==> config.mk <==
export PLATFORM = sky130hd
export DESIGN_NAME = trap_condition_eval
export DESIGN_NICKNAME = d
export VERILOG_FILES = /design/src/rtl/trap_eval_pkg.sv /design/src/rtl/trap_operand_prep.sv /design/src/rtl/trap_compare_core.sv /design/src/rtl/trap_decide.sv /design/src/rtl/trap_condition_eval.sv
export SDC_FILE = /design/constraint.sdc
export NUM_CORES = 1
export LEC_CHECK = 0
export CORE_MARGIN = 4
export CORE_UTILIZATION = 60
export DETAILED_ROUTE_END_ITERATION = 10
export DONT_BUFFER_PORTS = 1
export PLACE_DENSITY = 0.79
export SYNTH_ARGS = -nofsm -noshare
export SYNTH_HDL_FRONTEND = slang
export SYNTH_SLANG_ARGS = --single-unit
export TNS_END_PERCENT = 30
==> constraint.sdc <==
create_clock -name vclk -period 4.3
set_clock_uncertainty 0.1 [all_clocks]
set_input_delay 0.86 -clock vclk [all_inputs]
set_output_delay 0.86 -clock vclk [all_outputs]
set_load 0.005 [all_outputs]
==> src/rtl/trap_eval_pkg.sv <==
package trap_eval_pkg;

    localparam int CMP_W = 5;

    // Bit order of the comparison vector is behavioural: the option mask
    // gates it position by position.
    typedef struct packed {
        logic slt;  // bit 4
        logic sgt;  // bit 3
        logic eq;   // bit 2
        logic ult;  // bit 1
        logic ugt;  // bit 0
    } cmp_vec_t;

endpackage

==> src/rtl/trap_operand_prep.sv <==
module trap_operand_prep #(
    parameter int DATA_W = 64,
    parameter int HALF_W = 32
) (
    input  logic [1:0][DATA_W-1:0] raw_i,
    input  logic                   word_mode_i,
    output logic [1:0][DATA_W-1:0] sgn_o,
    output logic [1:0][DATA_W-1:0] uns_o
);
    localparam int PAD_W = DATA_W - HALF_W;

    for (genvar g = 0; g < 2; g++) begin : g_opnd
        always_comb begin
            if (word_mode_i) begin
                sgn_o[g] = {{PAD_W{raw_i[g][HALF_W-1]}}, raw_i[g][HALF_W-1:0]};
                uns_o[g] = {{PAD_W{1'b0}}, raw_i[g][HALF_W-1:0]};
            end else begin
                sgn_o[g] = raw_i[g];
                uns_o[g] = raw_i[g];
            end
        end
    end

endmodule

==> src/rtl/trap_compare_core.sv <==
module trap_compare_core
    import trap_eval_pkg::*;
#(
    parameter int DATA_W = 64
) (
    input  logic [DATA_W-1:0] sgn_a_i,
    input  logic [DATA_W-1:0] sgn_b_i,
    input  logic [DATA_W-1:0] uns_a_i,
    input  logic [DATA_W-1:0] uns_b_i,
    output cmp_vec_t          vec_o
);
    always_comb begin
        vec_o.ugt = uns_a_i > uns_b_i;
        vec_o.ult = uns_a_i < uns_b_i;
        vec_o.eq  = uns_a_i == uns_b_i;
        vec_o.sgt = $signed(sgn_a_i) > $signed(sgn_b_i);
        vec_o.slt = $signed(sgn_a_i) < $signed(sgn_b_i);
    end

    always_comb begin
        p_uns_trichotomy_r2: assert ($countones({vec_o.ugt, vec_o.ult, vec_o.eq}) == 1)
            else $error("unsigned ordering not one-hot");
        p_sgn_trichotomy_r9: assert ($countones({vec_o.sgt, vec_o.slt, vec_o.eq}) == 1)
            else $error("signed ordering not one-hot");
        p_eq_agree_r9: assert ((sgn_a_i == sgn_b_i) == vec_o.eq)
            else $error("equality differs between signed and unsigned views");
    end

endmodule

==> src/rtl/trap_decide.sv <==
module trap_decide #(
    parameter int CMP_W  = 5,
    parameter int TYPE_W = 5
) (
    input  logic [CMP_W-1:0]  vec_i,
    input  logic [CMP_W-1:0]  mask_i,
    input  logic [TYPE_W-1:0] pend_i,
    output logic              hit_o
);
    logic [CMP_W-1:0] sel;

    always_comb begin
        sel   = vec_i & mask_i;
        hit_o = (|sel) | (|pend_i);
    end

endmodule

==> src/rtl/trap_condition_eval.sv <==
module trap_condition_eval
    import trap_eval_pkg::*;
#(
    parameter int DATA_W     = 64,
    parameter int HALF_W     = 32,
    parameter int INSN_W     = 32,
    parameter int MASK_FIRST = 6,
    parameter int TYPE_W     = 5
) (
    input  logic [INSN_W-1:0] insn_word,
    input  logic [DATA_W-1:0] opnd_a,
    input  logic [DATA_W-1:0] opnd_b,
    input  logic              word_mode,
    input  logic [TYPE_W-1:0] pend_type,
    output logic [CMP_W-1:0]  cmp_vec,
    output logic              trap_hit
);
    // Mask field is numbered from the MSB of the instruction word.
    localparam int MASK_HI = INSN_W - 1 - MASK_FIRST;
    localparam int MASK_LO = MASK_HI - CMP_W + 1;

    typedef struct packed {
        logic [CMP_W-1:0] mask;
        cmp_vec_t         vec;
        logic             hit;
    } eval_t;

    eval_t                   eval_d;
    logic [1:0][DATA_W-1:0]  raw;
    logic [1:0][DATA_W-1:0]  sgn;
    logic [1:0][DATA_W-1:0]  uns;
    cmp_vec_t                vec_w;
    logic                    hit_w;

    assign raw[0] = opnd_a;
    assign raw[1] = opnd_b;

    trap_operand_prep #(.DATA_W(DATA_W), .HALF_W(HALF_W)) u_prep (
        .raw_i       (raw),
        .word_mode_i (word_mode),
        .sgn_o       (sgn),
        .uns_o       (uns)
    );

    trap_compare_core #(.DATA_W(DATA_W)) u_cmp (
        .sgn_a_i (sgn[0]),
        .sgn_b_i (sgn[1]),
        .uns_a_i (uns[0]),
        .uns_b_i (uns[1]),
        .vec_o   (vec_w)
    );

    trap_decide #(.CMP_W(CMP_W), .TYPE_W(TYPE_W)) u_decide (
        .vec_i  (vec_w),
        .mask_i (eval_d.mask),
        .pend_i (pend_type),
        .hit_o  (hit_w)
    );

    always_comb begin
        eval_d      = '0;
        eval_d.mask = insn_word[MASK_HI:MASK_LO];
        eval_d.vec  = vec_w;
        eval_d.hit  = hit_w;
    end

    assign cmp_vec  = eval_d.vec;
    assign trap_hit = eval_d.hit;

    always_comb begin
        if (pend_type != '0) begin
            p_pend_forces_r6: assert (trap_hit)
                else $error("pending cause did not force a trap");
        end
        if ((insn_word[MASK_HI:MASK_LO] == '0) && (pend_type == '0)) begin
            p_no_cause_r8: assert (!trap_hit)
                else $error("trap raised with no cause");
        end
        if (word_mode) begin
            p_eq_low_r4: assert (cmp_vec[2] == (opnd_a[HALF_W-1:0] == opnd_b[HALF_W-1:0]))
                else $error("narrow equality wrong");
            if (opnd_a[HALF_W-1] == opnd_b[HALF_W-1]) begin
                p_sign_agree_r3: assert (cmp_vec[4] == cmp_vec[1])
                    else $error("same-sign narrow operands order differently");
            end
        end else begin
            p_eq_full_r5: assert (cmp_vec[2] == (opnd_a == opnd_b))
                else $error("wide equality wrong");
        end
    end

endmodule

# Word-level counts from Yosys, hierarchy flattened
# Cells that the tools add are included.
totals:
  reg_bits: 0
  out_inout_bits: 6
op_classes:
  order_cmp: 4
  n_eq_ne: 1
  n_mux: 4
  bitwise_logic: 2
  n_reduce_logical: 2
op_table:
  columns: ["operator", "count"]
  rows:
  - ["two-way mux 64 bit", 4]
  - ["> comparator 64 bit", 2]
  - ["< comparator 64 bit", 2]
  - ["== test 64 bit", 1]
  - ["OR reduction 5 bit", 2]
  - ["AND 5 bit", 1]
  - ["bitwise OR 1 bit", 1]

# Longest topological paths before layout
# Gate-level depths: netlist of the first run.
logic_depth:
  ltp_word: 5
  mapped_depth: 14

# By module
# From an unflattened synthesis of the first run, not the netlist that was laid out.
unflattened:
  hier_cells: 753
  hier_area_um2: 5731.7
modules_own_cells:
  columns: ["module", "instances", "cells_per_inst", "area_per_inst_um2", "seq_area_each_um2"]
  rows:
  - ["trap_compare_core", 1, 472, 3285.7, 0.0]
  - ["trap_operand_prep", 1, 276, 2406.1, 0.0]
  - ["trap_decide", 1, 5, 40.0, 0.0]

# Worst setup path after synthesis of the first run
# No wires, ideal clock.
synth_path:
  kind: "input port to output port"
  start: "in word_mode"
  end: "out trap_hit"
  arrival_time_ps: 3537
  t_required_ps: 3340
  path_slack_ps: -197
  path_stages: 13
  path_buffers: 3
  cell_sequence: "clkbuf_1 > buf_1 > clkbuf_1 > a21o_1 > ha_1 > a21oi_1 > nand2_1 > a221o_1 > a211o_1 > a21oi_1 > o211ai_2 > xor2_1 > o211ai_2"
synth_via:
  elab_chain_cells: 5
  elab_cells_between_ends: 12
synth_rtl:
  columns: ["item", "line_no", "text"]
  rows:
  - ["start, declared", "trap_condition_eval.sv:13", "input logic word_mode,"]
  - ["two-way mux 64 bit", "trap_operand_prep.sv:14", "if (word_mode_i) begin"]
  - ["< comparator 64 bit *", "trap_compare_core.sv:17", "vec_o.slt = $signed(sgn_a_i) < $signed(sgn_b_i);"]
  - ["named net cmp_vec[4]", "trap_condition_eval.sv:15", "output logic [CMP_W-1:0] cmp_vec,"]
  - ["AND 5 bit *", "trap_decide.sv:13", "sel = vec_i & mask_i;"]
  - ["OR reduction 5 bit *", "trap_decide.sv:14", "hit_o = (|sel) | (|pend_i);"]
  - ["bitwise OR 1 bit *", "trap_decide.sv:14", null]
  - ["end, declared", "trap_condition_eval.sv:16", "output logic trap_hit"]
# The timed path passes the listed nets; every way through them passes the cells marked *.

# Worst setup path after layout of the first run
layout_path:
  start: "in word_mode"
  end: "out trap_hit"
layout_via:
  elab_chain_cells: 5
  elab_cells_between_ends: 12
layout_rtl:
  columns: ["item", "line_no", "text"]
  rows:
  - ["two-way mux 64 bit", "trap_operand_prep.sv:14", null]
  - ["> comparator 64 bit, or another cell as far along", "trap_compare_core.sv:13", "vec_o.ugt = uns_a_i > uns_b_i;"]
  - ["AND 5 bit *", "trap_decide.sv:13", null]
  - ["OR reduction 5 bit *", "trap_decide.sv:14", null]
  - ["bitwise OR 1 bit *", "trap_decide.sv:14", null]
# Mark *: on every way between the ends. The rest lies on a longest branch, timed or not.

==> metrics.md, run 1 <==
| Metric | Value |
|---|---|
| Area leader, netlist | ha_1 |
| Drt wl/cell | 16.3 um |
| IO Count | 172 |
| Nets | 697 |
| Vias per cell | 6.15 |
| Proportion of power drawn by flip-flops and latches | 0% |
| Synth-to-Final Area Change | 6.18% |
| Vias | 3092 |
| Syn Area/Cell | 7.18 sq um |
| Status | finished, final reports clean |
| Final Power | 0.000351 W |
| DRC viols | 0 |
| Initial DRC count | 130 |
| Post-Synth XOR/XNOR Area | 0.277% |
| Final Hold Vio Count | 0 |
| CP top delay family | compound AO/OA/AOI/OAI gates |
| Lkg Pwr | 1.83 nW |
| Count of cell types in the netlist | 43 |
| Sw power | 0.000183 W |
| Core footprint | 0.00511 sq mm |
| Final setup vio count | 0 |
| Critical Path Fanout Max | 65 |
| Relative slew slack | 71.8% |
| Drt first pass iters | 4 |
| Critical path origin | word_mode |
| Worst path bufs/invs | 3 |
| Register Area | 0 sq um |
| Sw frac | 52.2% |
| Top-area cell type share of the netlist area | 38.0% |
| GRT Total Usage | 23.2% |
| Largest cells by area after synthesis | ha_1 (38%), a21oi_1 (11%), a21o_1 (10%) |
| Compound-cell area share of the yosys netlist | 29.8% |
| GPL Wtd Cong | 0.838 |
| Max-slew violation total from the final report | 0 |
| Post-synthesis adder-cell area fraction | 38.0% |
| CP max stage cell | mux2_4 |
| Chip width | 80.6 um |
| Crit share post-route | 98.2% |
| Actual slew at the worst max-slew pin | 420 ps |
| Synthesis Warnings | 0 |
| Worst EP required | 3340 ps |
| Power Density | 104 mW/mm^2 |
| Pint | 0.000168 W |
| # rows | 26 |
| Power share of the combinational group | 100.0% |
| Hold wc startpoint | insn_word[24] |
| Startpoint types | input pin |
| N_diodes | 0 |
| Dpl ws | 21.9 ps |
| CP cell instances | clkinvlp_4 > nor2_4 > buf_4 > clkbuf_16 > a21oi_1 > ha_1 > nand4_1 > nor2_1 > a221o_1 > a211o_1 > a21oi_1 > o211ai_2 > mux2_4 > o211ai_2 |
| WS Path Type | in2out |
| Layout cells sized above 1 | 8.78% |
| Hold Path Class | in2out |
| Post-synthesis net count | 702 |
| HPWL Detailed | 6760 um |
| Largest net degree at the start of global routing | 66 |
| Hold Buf Count CTS | 0 |
| Max VDD drop | 0.0559 mV |
| Global-route wire length before repair | 12500 um |
| Simple-gate share of the synthesized area | 24.3% |
| Die Area | 0.00649 sq mm |
| Synth Instances | 440 |
| Seq/Total Area, Yosys | 0% |
| Slowest stage delay, CP | 330 ps |
| Initial antenna violation count | 0 |
| Die Y | 80.6 um |
| Critical Path End Type | primary output |
| Vias in the first global route | 2975 |
| Final Worst Setup Slack | 79.0 ps |
| Largest family of logic cells by synthesized area | adder cells |
| Final-layout clock buffer total | 0 |
| Maximum clock rate | 237 MHz |
| Final instance area | 0.00336 sq mm |
| Core Util, Final | 65.7% |
| Max Cap Viol | 0 |
| Filler cells | 476 |
| Antenna viol nets, final | 0 |
| Port Buf Inserts | 0 |
| Sequential cells | 0 |
| GRT overflow | 0 |
| Power share of the clock group | 0% |
| Post-Syn Area | 0.00316 sq mm |
| Critical Path AT | 3260 ps |
| Initial Util | 61.9% |
| Minimum clock period | 4220 ps |
| Post-placement cell area | 0.00326 sq mm |
| Final wirelength | 8220 um |
| Mux cell area share after synthesis | 0.950% |
[area by class of cell]
cell class	instances	area [sq um]	share of cell area (%)
tap	70	87.6	2.61
inverter	36	139	4.14
timing repair buffer	13	158	4.70
multi-input combinational	384	2970	88.6
[synth_stat cells (8+ instances only)]
cell type and count:
ha_1 96, a21oi_1 69, nand2_1 53, a21o_1 43, inv_1 36, nor2b_1 33
clkbuf_1 19, nand4_1 16, o21ai_0 11, nor2_1 9, nand3_1 8
[power groups by stage]
| stage | sequential [W] | combinational (W) | clock, W |
|---|---|---|---|
| after floorplan | 0 | 0.000280 | 0 |
| after global placement | 0 | 0.000327 | 0 |
| after detailed placement | 0 | 0.000340 | 0 |
| after CTS | 0 | 0.000343 | 0 |
| after global routing | 0 | 0.000401 | 0 |
| final | 0 | 0.000351 | 0 |
[placed cells by master (no fill, tap or decap), types with 2 or more instances in the layout]
master / synthesis / routed
nor2_2: 2 / 2
a221oi_1: 3 / 3
nor2_1: 9 / 8
a21o_1: 43 / 43
o211ai_1: 2 / 2
nand4_1: 16 / 16
a211o_1: 2 / 2
o21a_1: 2 / 2
nand2_1: 53 / 53
ha_1: 96 / 96
mux2_4: 2 / 2
o21ba_2: 2 / 2
buf_4: 0 / 9
nor4_2: 3 / 4
buf_12: 0 / 2
nor3_1: 2 / 2
nand3_1: 8 / 8
o21ai_0: 11 / 10
inv_1: 36 / 35
o211ai_2: 2 / 2
clkbuf_16: 0 / 2
nand4_2: 3 / 3
a21oi_1: 69 / 69
nor2b_1: 33 / 33
[repair_timing]
item / in CTS / in global routing
setup buffers: 0 / 4
hold endpoints to repair: 0 / 0
gates resized for setup: 0 / 4
setup endpoints to repair: 0 / 3
[per-stage QoR]
stage	hold WS [ps]	std cells	setup TNS (ps)
6_report	1820	503	0
5_1_grt	1840	503	-10.3
4_1_cts	1810	497	0
3_5_place_dp	1810	497	0
3_3_place_gp	1800	497	0
2_1_floorplan	1770	440	0
[worst paths after layout]
path / endpoint / slack [ps] / cells past startpoint
min: trap_hit / 1820 / 2
max: trap_hit / 80 / 14
[metal layers]
layer | global-route usage [%] | wire [um] | vias up
met5 | 0 | 0 | -
met4 | 2.70 | 95 | 0
met3 | 3.36 | 614 | 10
met2 | 44.8 | 4100 | 102
met1 | 27.3 | 3410 | 1389
li1 | - | - | 1591
[cells by family (layout without fill, tap and decap cells)]
group / after synthesis / after routing
mux: 2 / 2
buf+inv: 56 / 49
simple gates: 139 / 139
xor+xnor: 1 / 1
compound gates: 146 / 146
fa+ha+maj: 96 / 96
No activity file was read; power rests on OpenSTA's default activity.
==> run 2, diff against run 1 <==
- CORE_ASPECT_RATIO: unset -> 0.8
- CORE_MARGIN: 4 -> unset
==> metrics.md, run 2 (synthesized netlist as in run 1, its figures left out) <==
| Metric | Value |
|---|---|
| Status | finished, final reports clean |
| Critical path origin | word_mode |
| Critical Path AT | 3290 ps |
| Startpoint types | input pin |
| Drt first pass iters | 4 |
| Maximum clock rate | 235 MHz |
| Max VDD drop | 0.0521 mV |
| Power Density | 106 mW/mm^2 |
| Power share of the clock group | 0% |
| Final-layout clock buffer total | 0 |
| Hold Buf Count CTS | 0 |
| GPL Wtd Cong | 0.866 |
| GRT overflow | 0 |
| Critical Path End Type | primary output |
| Initial antenna violation count | 1 |
| Max Cap Viol | 0 |
| DRC viols | 0 |
| Hold Path Class | in2out |
| Hold depth | 2 |
| Initial DRC count | 152 |
| IO Count | 172 |
| Setup TNS | 0 ps |
| Commonest non-fill, non-tap cell in the layout | ha_1 |
| Final setup vio count | 0 |
| Vias in the first global route | 2854 |
| Final wirelength | 7800 um |
| Worst setup path end | trap_hit |
| Drt wl/cell | 15.7 um |
| Sw power | 0.000187 W |
| Core Util, Final | 66.8% |
| Sequential cells | 0 |
| Antenna viol nets, final | 0 |
| Nets | 698 |
| Die Y | 66.9 um |
| Core footprint | 0.00504 sq mm |
| Relative slew slack | 69.1% |
| Critical Path Fanout Max | 65 |
| Lkg Pwr | 1.84 nW |
| Placed insts | 493 |
| Synth-to-Final Area Change | 6.37% |
| Die Area | 0.00556 sq mm |
| Vias | 3134 |
| Actual slew at the worst max-slew pin | 463 ps |
| Chip width | 83.1 um |
| Minimum clock period | 4250 ps |
| Crit share post-route | 98.9% |
| Power share of the combinational group | 100.0% |
| Pint | 0.000170 W |
| Final Hold Vio Count | 0 |
| Commonest non-fill, non-tap cells in the layout | ha_1 (96), a21oi_1 (66), nand2_1 (53) |
| Largest net degree at the start of global routing | 66 |
| Worst EP required | 3340 ps |
| Proportion of power drawn by flip-flops and latches | 0% |
| Global-route wire length before repair | 12200 um |
| Sw frac | 52.3% |
| Final Non-Filler Cells | 497 |
| HPWL Detailed | 6420 um |
| WS Path Type | in2out |
| Max-slew violation total from the final report | 0 |
| Vias per cell | 6.31 |
| # rows | 23 |
| Register Area | 0 sq um |
| Layout cells sized above 1 | 9.68% |
| Initial Util | 62.8% |
| GRT Total Usage | 26.0% |
| Port Buf Inserts | 0 |
[run 2: cell count changes in the layout (fill, tap and decap cells not counted)]
cell,before,now
buf_6,0,1
o21ai_0,10,9
a21oi_2,0,3
o21ai_1,1,2
nor4_2,4,3
clkbuf_16,2,1
a21oi_1,69,66
buf_4,9,10
nor4_4,1,2
diode_2,0,1
[run 2: area by class of cell]
class / instances / area, sq um
fillers: 453 / 1670
well taps: 62 / 77.6
multi-input cells: 384 / 2990
diodes: 1 / 2.50
inverters: 36 / 139
repair buffers: 14 / 151
[run 2: worst max-delay path, cell delays in order]
cell,delay [ps]
clkinvlp_4,140
buf_12,180
nand2_1,70
ha_1,300
nand4_1,210
nor4_2,380
buf_4,170
o21ai_1,90
o211ai_1,170
a2bb2oi_1,140
o211a_4,170
mux2_4,300
o211ai_2,80
[run 2: power groups by stage]
stage	combinational [W]	clock, W	sequential, W
2_1_floorplan	0.000280	0	0
3_3_place_gp	0.000328	0	0
3_5_place_dp	0.000343	0	0
4_1_cts	0.000346	0	0
5_1_grt	0.000407	0.0000000000311	0
6_report	0.000357	0.0000000000311	0
[run 2: how the worst min path moves through the flow]
| stage | start | end | slack, ps |
|---|---|---|---|
| floorplan | insn_word[24] | trap_hit | 1770 |
| CTS | insn_word[24] | trap_hit | 1810 |
| finish | insn_word[24] | trap_hit | 1810 |
| global placement | insn_word[24] | trap_hit | 1800 |
| detailed placement | insn_word[24] | trap_hit | 1810 |
| global route | insn_word[24] | trap_hit | 1830 |
[run 2: metal layers]
layer	track usage [%]	routed length (um)
met1	32.5	3520
met4	2.16	51
met3	3.22	503
met5	0	0
met2	49.5	3720
[run 2: metrics by stage]
step / cell area [sq um] / hold WS, ps / power [W] / worst slack [ps]
after floorplan: 3180 / 1770 / 0.000280 / 30.0
after global placement: 3280 / 1800 / 0.000328 / 75.4
after detailed placement: 3280 / 1810 / 0.000343 / 47.6
after CTS: 3280 / 1810 / 0.000346 / 44.9
after global routing: 3360 / 1830 / 0.000407 / -17.5
final: 3360 / 1810 / 0.000357 / 45.3
[run 2: timing repair]
| item | in CTS | in global routing |
|---|---|---|
| endpoints found under the setup margin | 0 | 3 |
| gates resized for setup | 0 | 10 |
| setup buffers | 0 | 2 |
